--- src/rtl/imdu_pkg.sv ---
package imdu_pkg;

  typedef enum logic [3:0] {
    OP_MULS = 4'd0,
    OP_MULU = 4'd1,
    OP_MACS = 4'd2,
    OP_MACU = 4'd3,
    OP_MSBS = 4'd4,
    OP_MSBU = 4'd5,
    OP_MULR = 4'd6,
    OP_DIVS = 4'd7,
    OP_DIVU = 4'd8
  } imdu_op_e;

  function automatic logic op_valid(input logic [3:0] op);
    return op <= 4'd8;
  endfunction

  function automatic logic op_signed(input logic [3:0] op);
    return (op == OP_MULS) || (op == OP_MACS) || (op == OP_MSBS) ||
           (op == OP_MULR) || (op == OP_DIVS);
  endfunction

  function automatic logic op_is_div(input logic [3:0] op);
    return (op == OP_DIVS) || (op == OP_DIVU);
  endfunction

  // busy-cycle count; w is the operand width (one iteration per bit)
  function automatic int unsigned op_latency(input logic [3:0] op,
                                             input logic a_neg,
                                             input logic b_neg,
                                             input int unsigned w);
    int unsigned l;
    case (op)
      OP_MACS, OP_MACU, OP_MSBS, OP_MSBU: l = w + 2;
      OP_DIVU: l = w + 1;
      OP_DIVS: begin
        if (b_neg)      l = w + 2;
        else if (a_neg) l = w + 3;
        else            l = w + 1;
      end
      default: l = w;
    endcase
    return l;
  endfunction

endpackage

--- src/rtl/imdu_seq.sv ---
module imdu_seq #(
  parameter int W  = 32,
  parameter int CW = $clog2(W + 4)
) (
  input  logic          clk,
  input  logic          rst,
  input  logic          accept,
  input  logic [CW-1:0] lat_in,
  output logic          busy,
  output logic          iter,
  output logic          fix,
  output logic          commit
);

  logic [CW-1:0] lat_q;
  logic [CW-1:0] elap;

  always_ff @(posedge clk) begin
    if (rst) begin
      busy  <= 1'b0;
      elap  <= '0;
      lat_q <= '0;
    end else if (accept) begin
      busy  <= 1'b1;
      elap  <= '0;
      lat_q <= lat_in;
    end else if (busy) begin
      if (commit) busy <= 1'b0;
      else        elap <= elap + CW'(1);
    end
  end

  always_comb begin
    iter   = busy && (elap < CW'(W));
    commit = busy && (elap == lat_q - CW'(1));
    fix    = busy && !iter && !commit;
  end

  AST_ELAP_BOUND: assert property (@(posedge clk) disable iff (rst)
    busy |-> elap < lat_q);
  AST_RUN_ADVANCES: assert property (@(posedge clk) disable iff (rst)
    busy && !commit |=> busy && (elap == $past(elap) + CW'(1)));
  AST_COMMIT_IDLES: assert property (@(posedge clk) disable iff (rst)
    commit |=> !busy);

endmodule

--- src/rtl/imdu_mul_core.sv ---
module imdu_mul_core #(
  parameter int W = 32
) (
  input  logic           clk,
  input  logic           rst,
  input  logic           load,
  input  logic           step,
  input  logic           fix,
  input  logic           sgn,
  input  logic [W-1:0]   a,
  input  logic [W-1:0]   b,
  output logic [2*W-1:0] prod_q,
  output logic [2*W-1:0] res_now
);

  logic [W-1:0]   mcand;
  logic [2*W-1:0] prod;
  logic           neg;
  logic [W-1:0]   abs_a, abs_b;
  logic [W:0]     sum;
  logic [2*W-1:0] nxt;

  always_comb begin
    abs_a   = (sgn && a[W-1]) ? -a : a;
    abs_b   = (sgn && b[W-1]) ? -b : b;
    sum     = {1'b0, prod[2*W-1:W]} + {1'b0, mcand};
    nxt     = prod[0] ? {sum, prod[W-1:1]} : {1'b0, prod[2*W-1:1]};
    res_now = neg ? -nxt : nxt;
    prod_q  = prod;
  end

  always_ff @(posedge clk) begin
    if (rst) begin
      mcand <= '0;
      prod  <= '0;
      neg   <= 1'b0;
    end else if (load) begin
      mcand <= abs_a;
      prod  <= {{W{1'b0}}, abs_b};
      neg   <= sgn && (a[W-1] ^ b[W-1]);
    end else if (step) begin
      prod <= nxt;
    end else if (fix && neg) begin
      prod <= -prod;
      neg  <= 1'b0;
    end
  end

  AST_MUL_FIX_SETTLES: assert property (@(posedge clk) disable iff (rst)
    fix && !load |=> !neg);

endmodule

--- src/rtl/imdu_div_core.sv ---
module imdu_div_core #(
  parameter int W = 32
) (
  input  logic         clk,
  input  logic         rst,
  input  logic         load,
  input  logic         step,
  input  logic         fix,
  input  logic         sgn,
  input  logic [W-1:0] a,
  input  logic [W-1:0] b,
  output logic [W-1:0] quo,
  output logic [W-1:0] rem
);

  logic [W-1:0] q, r, d;
  logic         negq, negr;
  logic [W:0]   r_sh, diff;
  logic         ge;
  logic [W-1:0] abs_a, abs_b;

  always_comb begin
    abs_a = (sgn && a[W-1]) ? -a : a;
    abs_b = (sgn && b[W-1]) ? -b : b;
    r_sh  = {r, q[W-1]};
    diff  = r_sh - {1'b0, d};
    ge    = !diff[W];
    quo   = q;
    rem   = r;
  end

  always_ff @(posedge clk) begin
    if (rst) begin
      q    <= '0;
      r    <= '0;
      d    <= '0;
      negq <= 1'b0;
      negr <= 1'b0;
    end else if (load) begin
      q    <= abs_a;
      r    <= '0;
      d    <= abs_b;
      negq <= sgn && (a[W-1] ^ b[W-1]);
      negr <= sgn && a[W-1];
    end else if (step) begin
      r <= ge ? diff[W-1:0] : r_sh[W-1:0];
      q <= {q[W-2:0], ge};
    end else if (fix) begin
      if (negq) begin
        q    <= -q;
        negq <= 1'b0;
      end else if (negr) begin
        r    <= -r;
        negr <= 1'b0;
      end
    end
  end

  AST_DIV_REM_BELOW_DIVISOR: assert property (@(posedge clk) disable iff (rst)
    $past(step) && !$past(load) && (d != '0) && !fix |-> r < d);

endmodule

--- src/rtl/imdu_top.sv ---
module imdu_top #(
  parameter int W  = 32,
  parameter int CW = $clog2(W + 4)
) (
  input  logic         clk,
  input  logic         rst,
  input  logic         start,
  input  logic [3:0]   op,
  input  logic [W-1:0] opa,
  input  logic [W-1:0] opb,
  output logic         busy,
  output logic         done,
  output logic         gpr_we,
  output logic [W-1:0] gpr_result,
  input  logic         hl_we,
  input  logic         hl_sel,
  input  logic [W-1:0] hl_wdata,
  input  logic         rd_req,
  input  logic         rd_sel,
  output logic [W-1:0] rd_data,
  output logic         rd_stall
);
  import imdu_pkg::*;

  logic           accept, sgn_in;
  logic [CW-1:0]  lat_in;
  logic           iter, fix, commit;
  logic [3:0]     op_q;
  logic           mul_load, div_load, mul_step, div_step, mul_fix, div_fix;
  logic [2*W-1:0] mul_prod, mul_now;
  logic [W-1:0]   quo, rem;
  logic [W-1:0]   hi_q, lo_q;
  logic [2*W-1:0] hilo;

  always_comb begin
    accept   = start && !busy && op_valid(op);
    sgn_in   = op_signed(op);
    lat_in   = CW'(op_latency(op, opa[W-1], opb[W-1], W));
    mul_load = accept && !op_is_div(op);
    div_load = accept && op_is_div(op);
    mul_step = iter && !op_is_div(op_q);
    div_step = iter && op_is_div(op_q);
    mul_fix  = fix && !op_is_div(op_q);
    div_fix  = fix && op_is_div(op_q);
    hilo     = {hi_q, lo_q};
    rd_data  = rd_sel ? hi_q : lo_q;
    rd_stall = rd_req && busy;
  end

  imdu_seq #(.W(W), .CW(CW)) seq_i (
    .clk(clk), .rst(rst), .accept(accept), .lat_in(lat_in),
    .busy(busy), .iter(iter), .fix(fix), .commit(commit)
  );

  imdu_mul_core #(.W(W)) mul_i (
    .clk(clk), .rst(rst), .load(mul_load), .step(mul_step), .fix(mul_fix),
    .sgn(sgn_in), .a(opa), .b(opb), .prod_q(mul_prod), .res_now(mul_now)
  );

  imdu_div_core #(.W(W)) div_i (
    .clk(clk), .rst(rst), .load(div_load), .step(div_step), .fix(div_fix),
    .sgn(sgn_in), .a(opa), .b(opb), .quo(quo), .rem(rem)
  );

  always_ff @(posedge clk) begin
    if (rst) op_q <= '0;
    else if (accept) op_q <= op;
  end

  always_ff @(posedge clk) begin
    if (rst) begin
      hi_q <= '0;
      lo_q <= '0;
    end else if (commit) begin
      case (op_q)
        OP_MULS, OP_MULU: {hi_q, lo_q} <= mul_now;
        OP_MACS, OP_MACU: {hi_q, lo_q} <= hilo + mul_prod;
        OP_MSBS, OP_MSBU: {hi_q, lo_q} <= hilo - mul_prod;
        OP_DIVS, OP_DIVU: begin
          hi_q <= rem;
          lo_q <= quo;
        end
        default: ;
      endcase
    end else if (hl_we && !busy) begin
      if (hl_sel) hi_q <= hl_wdata;
      else        lo_q <= hl_wdata;
    end
  end

  always_ff @(posedge clk) begin
    if (rst) begin
      done       <= 1'b0;
      gpr_we     <= 1'b0;
      gpr_result <= '0;
    end else begin
      done   <= commit;
      gpr_we <= commit && (op_q == OP_MULR);
      if (commit && (op_q == OP_MULR)) gpr_result <= mul_now[W-1:0];
    end
  end

  AST_DONE_SINGLE: assert property (@(posedge clk) disable iff (rst)
    done |=> !done);
  AST_HILO_FROZEN: assert property (@(posedge clk) disable iff (rst)
    busy && !commit |=> $stable(hi_q) && $stable(lo_q));
  AST_MULR_KEEPS_PAIR: assert property (@(posedge clk) disable iff (rst)
    commit && (op_q == OP_MULR) |=> $stable(hi_q) && $stable(lo_q));
  AST_BAD_OP_IDLE: assert property (@(posedge clk) disable iff (rst)
    start && !busy && !op_valid(op) |=> !busy);
  AST_GPR_WITH_DONE: assert property (@(posedge clk) disable iff (rst)
    gpr_we |-> done);

endmodule

--- config.mk ---
export PLATFORM = sky130hd
export DESIGN_NAME = imdu_top
export DESIGN_NICKNAME = d
export VERILOG_FILES = /design/src/rtl/imdu_pkg.sv /design/src/rtl/imdu_seq.sv /design/src/rtl/imdu_mul_core.sv /design/src/rtl/imdu_div_core.sv /design/src/rtl/imdu_top.sv
export SDC_FILE = /design/constraint.sdc
export NUM_CORES = 2
export LEC_CHECK = 0
export BUFFER_PORTS_ARGS = -buffer_cell sky130_fd_sc_hd__buf_2
export CORE_ASPECT_RATIO = 2
export CORE_UTILIZATION = 35
export DETAILED_ROUTE_END_ITERATION = 8
export PLACE_DENSITY = 0.48
export SETUP_SLACK_MARGIN = 0.1
export SYNTH_ARGS = -nofsm -noshare
export SYNTH_HDL_FRONTEND = slang
export SYNTH_SLANG_ARGS = --single-unit
--- constraint.sdc ---
create_clock -name clk -period 6.9 [get_ports clk]
set_clock_uncertainty 0.1 [all_clocks]
set_input_delay 0.69 -clock clk [delete_from_list [all_inputs] [get_ports clk]]
set_output_delay 0.69 -clock clk [all_outputs]
set_load 0.01 [all_outputs]
# Word level (Yosys, flattened, before mapping)
# Cells that the tools add are included.
[totals]
reg_bits = 310
input_bits = 107
output_inout_bits = 68
wordCells = 156
[op_classes]
addsub = 12
order_cmp = 2
eq_ne = 22
muxes = 41
bitwise_logic = 2
n_reduce_logical = 59
[op_table]
columns = ["cell", "count"]
rows = [
  ["two-way mux 32 bit", 19],
  ["two-way mux 64 bit", 4],
  ["one-hot mux 32 bit (4 select lines)", 2],
  ["negator 32 bit", 4],
  ["negator 64 bit", 2],
  ["adder 64 bit", 1],
  ["subtractor 64 bit", 1],
  ["adder 32 x 32 -> 33 bit", 1],
  ["subtractor 33 x 32 -> 33 bit", 1],
  ["equality test 4 x 3 -> 1 bit, second input constant", 8],
  ["logical AND 1 bit", 19],
  ["equality test 4 x 2 -> 1 bit, second input constant", 4],
  ["nonzero test 2 bit", 7],
  ["OR reduction 2 bit", 7],
  ["two-way mux 1 bit", 13],
  ["AND reduction 3 bit", 4],
  ["!= test 2 x 1 -> 1 bit, second input constant", 5],
  ["nonzero test 3 bit", 3],
  ["equality test 4 bit, second input constant", 2],
  ["logical NOT 4 bit", 2],
  ["AND reduction 2 bit", 4],
  ["adder 6 x 1 -> 6 bit, second input constant", 1],
  ["equality test 6 bit", 1],
  ["logical NOT 1 bit", 6],
  ["other kinds (11)", 17],
]

# Logic depth before layout (Yosys ltp)
[logic_depth]
depth_word = 10
mapped_depth = 17
ltp_nobuf = 16

# Cells and area by module
# From an unflattened synthesis, not the netlist that was laid out.
[hier_totals]
cells_unflattened = 4754
hier_area_um2 = 33513.4
[modules_own_cells]
columns = ["mod", "n_inst", "cells_each", "area_each_um2", "seq_area_each_um2"]
rows = [
  ["imdu_top", 1, 2075, 14019.7, 2042.0],
  ["imdu_mul_core", 1, 1435, 10222.3, 1941.9],
  ["imdu_div_core", 1, 1163, 8544.4, 1961.9],
  ["imdu_seq", 1, 81, 726.9, 260.2],
]

# Worst setup path after synthesis
# Ideal clock, no wire load.
[synth_timing]
path_kind = "register to register"
from = "register mul_i.prod[32], in the netlist mul_i.prod_q[32]"
to = "register hi_q[27]"
setup_time_ns = 0.117
arrival_time_ns = 4.848
required_time_ns = 6.683
path_slack_ns = 1.835
path_stages_with_launch = 16
path_buffers = 1
synth_period_minus_slack_ns = 5.065
cell_sequence = "dfxtp_1 > ha_1 > fa_1 > a211oi_1 > o211ai_1 > a41oi_1 > mux2_2 > a221oi_1 > or4b_1 > or4_1 > buf_4 > or3_4 > or3_1 > mux2i_1 > o211ai_1 > a22o_1"
[synth_between]
elab_chain_len = 6
word_cells_on_any_way = 8
classes_between = "4 x add/sub; 4 x mux"
[synth_lines]
columns = ["element", "line_no", "rtl"]
rows = [
  ["start: declaration", "imdu_mul_core.sv:17", "logic [2*W-1:0] prod;"],
  ["start signal: assignment", "imdu_mul_core.sv:39", "prod <= {{W{1'b0}}, abs_b};"],
  ["start signal: assignment", "imdu_mul_core.sv:42", "prod <= nxt;"],
  ["start signal: assignment", "imdu_mul_core.sv:44", "prod <= -prod;"],
  ["adder 32 x 32 -> 33 bit", "imdu_mul_core.sv:26", "sum = {1'b0, prod[2*W-1:W]} + {1'b0, mcand};"],
  ["two-way mux 64 bit", "imdu_mul_core.sv:27", "nxt = prod[0] ? {sum, prod[W-1:1]} : {1'b0, prod[2*W-1:1]};"],
  ["negator 64 bit", "imdu_mul_core.sv:28", "res_now = neg ? -nxt : nxt;"],
  ["two-way mux 64 bit", "imdu_mul_core.sv:28", ""],
  ["one-hot mux 32 bit (4 select lines) *", "imdu_top.sv:75", "case (op_q)"],
  ["two-way mux 32 bit *", "imdu_top.sv:74", "end else if (commit) begin"],
  ["end signal: assignment", "imdu_top.sv:76", "OP_MULS, OP_MULU: {hi_q, lo_q} <= mul_now;"],
  ["end signal: assignment", "imdu_top.sv:77", "OP_MACS, OP_MACU: {hi_q, lo_q} <= hilo + mul_prod;"],
  ["end signal: assignment", "imdu_top.sv:78", "OP_MSBS, OP_MSBU: {hi_q, lo_q} <= hilo - mul_prod;"],
  ["end: declaration", "imdu_top.sv:32", "logic [W-1:0] hi_q, lo_q;"],
]
# Every way passes the cells marked *; elsewhere a longest branch is shown, timed or not.
# A chain may end at the register's enable or synchronous reset.

# Worst setup path in the final report
[layout_timing]
from = "register mul_i.prod[32], in the netlist mul_i.prod_q[32]"
to = "register hi_q[23]"
# The elaborated chain is that of the path after synthesis.

==> summary.md <==
| Metric | Value |
|---|---|
| Setup repair after global routing missed its margin | false |
| Critical-path top delay cell | sky130_fd_sc_hd__o21ai_0 |
| Hold-fix buffers at CTS | 0 |
| Distinct cell type count after synthesis | 92 |
| Post-detailed-route wirelength per cell | approximately 35 microns |
| Estimated wirelength of the detail-placed design | roughly 150 mm |
| Violations in the final reports | capacitance limit, slew limit |
| Top Ports | roughly 180 |
| Number of buffers added by the clock tree synthesis step | 37 |
| Largest stage delay on the critical path | around 0.74 ns |
| Worst rel slew slack | -1.748% |
| Wire length of the first global-routing pass | about 270 mm |
| Wire length on met2 | 89.97 mm |
| Vias in the first global route | about 36000 |
| Post-Synthesis Cells | roughly 4400 |
| Std-Cell Core Area | between 0.08 and 0.09 sq mm |
| Number of violations reported at the end of detailed-routing iteration 0 | around 3500 |
| Highest achievable clock rate | around 0.17 GHz |
| Internal cell power | 3.960 mW |
| Mapped Nets | approximately 4700 |
| Die width | 211.6 microns |
| Combinational group share of total power | about two fifths |
| Final setup margin | 1.011 ns |
| Data arrival time of the worst path | around 6.4 ns |
| Clock latency reported for the late side of the worst-skew pair | between 0.6 and 0.7 ns |
| Top cells by instance count after synthesis | sky130_fd_sc_hd__nor2_1, sky130_fd_sc_hd__a21oi_1, sky130_fd_sc_hd__o21ai_0 |
| Wire length on met3 | between 15 and 20 mm |
| Total track usage | a little over two fifths |
| Synth Area per Inst | between 7 and 8 sq um |
| Nature of the critical path endpoint | flip-flop |
| Crit share post-route | between 80% and 90% |
| Result of the run | finished with violations |
| Crit path max-delay family | compound AO/OA/AOI/OAI gates |
| VDD IR max | around 170 uV |
| Top routing layer in use | met5 |
| Post-layout nets | roughly 4700 |
| Fraction of registers with async set/reset | 0% |
| Reg-to-Reg End | hi_q[23] |
| Worst setup slack for register-to-register paths | just over 1 ns |
| Effective utilization at floorplan | between 30 and 40% |
| R2r worst-path depth | 14 |
| Hold_sp | op[2] |
| Std-Cell Rows | approximately 150 |
| Clk network pwr share | about a third |
| Global route overflow | 0 |
| Slew @ Worst Pin | 1.510 ns |
| Number of vias in the routed layout | roughly 37000 |
| Yosys top cell area share | between 10% and 20% |
| CTS H-tree lvls | 2 |
| Critical Setup Path Class | reg -> reg |
| Sequential fraction of the synthesis area | 19.98% |
| Clock sink total | ~300 |
| Critical-path cell list | ha_1 > fa_1 > a211oi_1 > o211ai_1 > a41oi_1 > mux2_2 > a221oi_1 > or4b_1 > or4_1 > or3_4 > nand2_1 > xnor2_1 > o21ai_0 > o21a_1 |
| Setup Slack @ Placement | about 1.3 ns |
| First-pass iteration count of the detailed router | 9 |
| Count of warnings emitted by yosys | 0 |
| DRT Wirelength | ~190 mm |
| Commonest register cell after synthesis | sky130_fd_sc_hd__dfxtp_1 |
| Post-synth top area cell | sky130_fd_sc_hd__dfxtp_1 |
| Setup Viol. Count Final | 0 |
| P per Cell Area | a little over 200 mW/mm^2 |
| Total count of hold-check failures in the final report | 0 |
| Post-Syn Area | ~0.031 sq mm |
| Max Slew Vio Count | 2 |
| Clock root buffer | sky130_fd_sc_hd__clkbuf_16 |
| Maximum number of pins on one net before global-route repair | between 100 and 150 |
| Cell types with the largest area share after synthesis | sky130_fd_sc_hd__dfxtp_1, sky130_fd_sc_hd__ha_1, sky130_fd_sc_hd__a21oi_1, sky130_fd_sc_hd__nor2_1, sky130_fd_sc_hd__o21ai_0 |
| Hold Path Cell Cnt | 3 |
| Fraction of layout cells with a size suffix above 1 | 9.685% |
| Library cell with the highest instance count after synthesis | sky130_fd_sc_hd__nor2_1 |
| Filler cell count in the final layout | approximately 9500 |
| Area growth from synthesis to layout | 10.32% |
| Final critical-path required period | ~6 ns |
| Post-synthesis sequential element count | ~300 |
| Start of the worst register-to-register path | mul_i.prod_q[32] |
| Net switching power of the design | 2.982 mW |
| Number of enable flip-flop cells after synthesis | 0 |
| Share of total power consumed by net switching | 42.96% |
| Largest buffer count on any clock path | 3 |
| Standby leakage power | 13.14 nW |
| Antenna violations before repair | 39 |
| Clock-pin slew on the worst setup and hold paths | ~0.07 ns |
| Number of buffers and inverters on the critical path | 0 |
| Number of buffers added on ports | between 150 and 200 |
| Final weighted congestion in routability-driven placement | about 1.1 |
| Worst min-delay path class | in -> reg |
| Min-Delay Endpoint | op_q[2] |
| Post-Route M1 WL | 59.97 mm |
| Kind of start point of the critical path | flip-flop |
| Count of cells resized by post-cts repair | 0 |
| Reg power frac | between 20% and 30% |
| Sum of negative setup slack | 0 ns |
| Required @ worst endpoint | between 7 and 8 ns |
| Area of the die | around 0.089 sq mm |
| Max cap viols | 2 |
| Setup Fix Bufs, Post-CTS | 0 |
| Post-route DRC | 0 |
| Critical Path Fanout Max | 8 |
| Routed Antenna Nets | 0 |
| Die height | between 400 and 500 microns |
| Routed via count divided by cell count | 6.686 |
| CTS tree | built |
## cell type report
type | count | area [sq um] | share of cell area (%)
multi-input cells | 3558 | 22770 | 67.10
flip-flops and latches | 307 | 6151 | 18.13
repair buffers | 253 | 1495 | 4.406
well taps | 1162 | 1454 | 4.284
clock buffers | 49 | 1052 | 3.101
inverters | 198 | 743.2 | 2.190
clock inverters | 13 | 235.2 | 0.6932
diodes | 14 | 35.03 | 0.1032
## flip-flops by register name, summed over array words and instances, names as in the netlist, 6 cells and up
| name | flops |
|---|---|
| seq_i.elap | 6 |
| hi_q | 32 |
| div_i.quo | 32 |
| div_i.d | 32 |
| mul_i.prod_q | 64 |
| mul_i.mcand | 32 |
| lo_q | 32 |
| div_i.rem | 32 |
| gpr_result | 32 |
## stage by stage
step | power, mW | util (%) | instance area, sq um | instances | hold slack (ns)
CTS | 6.806 | 38.91 | 33810 | 5534 | 0.2792
detailed placement | 4.579 | 37.42 | 32530 | 5472 | 0.3495
finish | 6.942 | 39.05 | 33940 | 5554 | 0.2757
floorplan | 3.624 | - | 30760 | 4353 | 0.3363
global route | 7.129 | 39.01 | 33900 | 5541 | 0.2753
global placement | 4.591 | 37.42 | 32530 | 5472 | 0.3487
## power groups by stage
stage	clock network [mW]	registers, mW	logic, mW
5_1_grt	2.32	2.03	2.78
2_1_floorplan	0	1.96	1.66
6_report	2.25	2.03	2.67
3_3_place_gp	0	2.05	2.54
4_1_cts	2.25	2.02	2.53
3_5_place_dp	0	2.06	2.52
## how the worst max path moves through the flow
stage | endpoint | start | depth (start not counted)
final | hi_q[23] | mul_i.prod_q[32] | 14
after global routing | hi_q[23] | mul_i.prod_q[32] | 14
after CTS | hi_q[31] | mul_i.prod_q[32] | 14
after detailed placement | hi_q[31] | mul_i.prod_q[32] | 14
after global placement | hi_q[31] | mul_i.prod_q[32] | 14
after floorplan | hi_q[27] | mul_i.prod_q[32] | 15
## layout by cell type (no fill, tap or decap), drive strengths merged, types with 29 or more instances in the layout
cell type	synthesis	routed
inv	195	198
nand4	45	45
buf	38	251
nand2	327	327
nor2	521	521
clkbuf	251	51
o211ai	37	37
nor3	156	156
a31oi	59	59
a221o	30	30
dfxtp	307	307
nand2b	31	31
nor2b	39	39
o31ai	53	53
a221oi	76	76
xnor2	186	186
o21ai	339	339
o221ai	42	42
mux2i	40	40
mux2	36	36
a21o	47	47
xor2	78	78
a211oi	167	167
or3	47	47
or4	29	29
a21oi	454	454
nor4	58	58
o21bai	41	41
ha	199	199
nand3	87	87
and3	30	30
## worst reg2reg max path, stage by stage (launching register included)
cell                       delay (ns)
sky130_fd_sc_hd__dfxtp_1         0.37
sky130_fd_sc_hd__ha_1            0.23
sky130_fd_sc_hd__fa_1            0.41
sky130_fd_sc_hd__a211oi_1        0.39
sky130_fd_sc_hd__o211ai_1        0.26
sky130_fd_sc_hd__a41oi_1         0.52
sky130_fd_sc_hd__mux2_2          0.39
sky130_fd_sc_hd__a221oi_1        0.32
sky130_fd_sc_hd__or4b_1          0.56
sky130_fd_sc_hd__or4_1           0.71
sky130_fd_sc_hd__or3_4           0.48
sky130_fd_sc_hd__nand2_1         0.10
sky130_fd_sc_hd__xnor2_1         0.08
sky130_fd_sc_hd__o21ai_0         0.74
sky130_fd_sc_hd__o21a_1          0.18
## metal layers
layer	GRT usage, %	vias to the layer above
met5	0	-
met4	48.27	26
met3	13.57	1102
met2	69.90	2280
met1	38.51	17600
li1	-	16120
## cell families (layout without fill, tap and decap cells)
| logic type | count (synthesis) | count (layout) | share of synthesized area (%) |
|---|---|---|---|
| DFF | 307 | 307 | 19.98 |
| other | 0 | 14 | 0 |
| AOI/OAI and AO/OA | 1564 | 1564 | 32.90 |
| and+or+nand+nor | 1451 | 1451 | 22.23 |
| muxes | 76 | 76 | 2.620 |
| buffers and inverters | 488 | 513 | 6.398 |
| xor gates and xnor gates | 264 | 264 | 7.517 |
| adders and majority gates | 203 | 203 | 8.355 |
(Power assumes the default switching activity.)
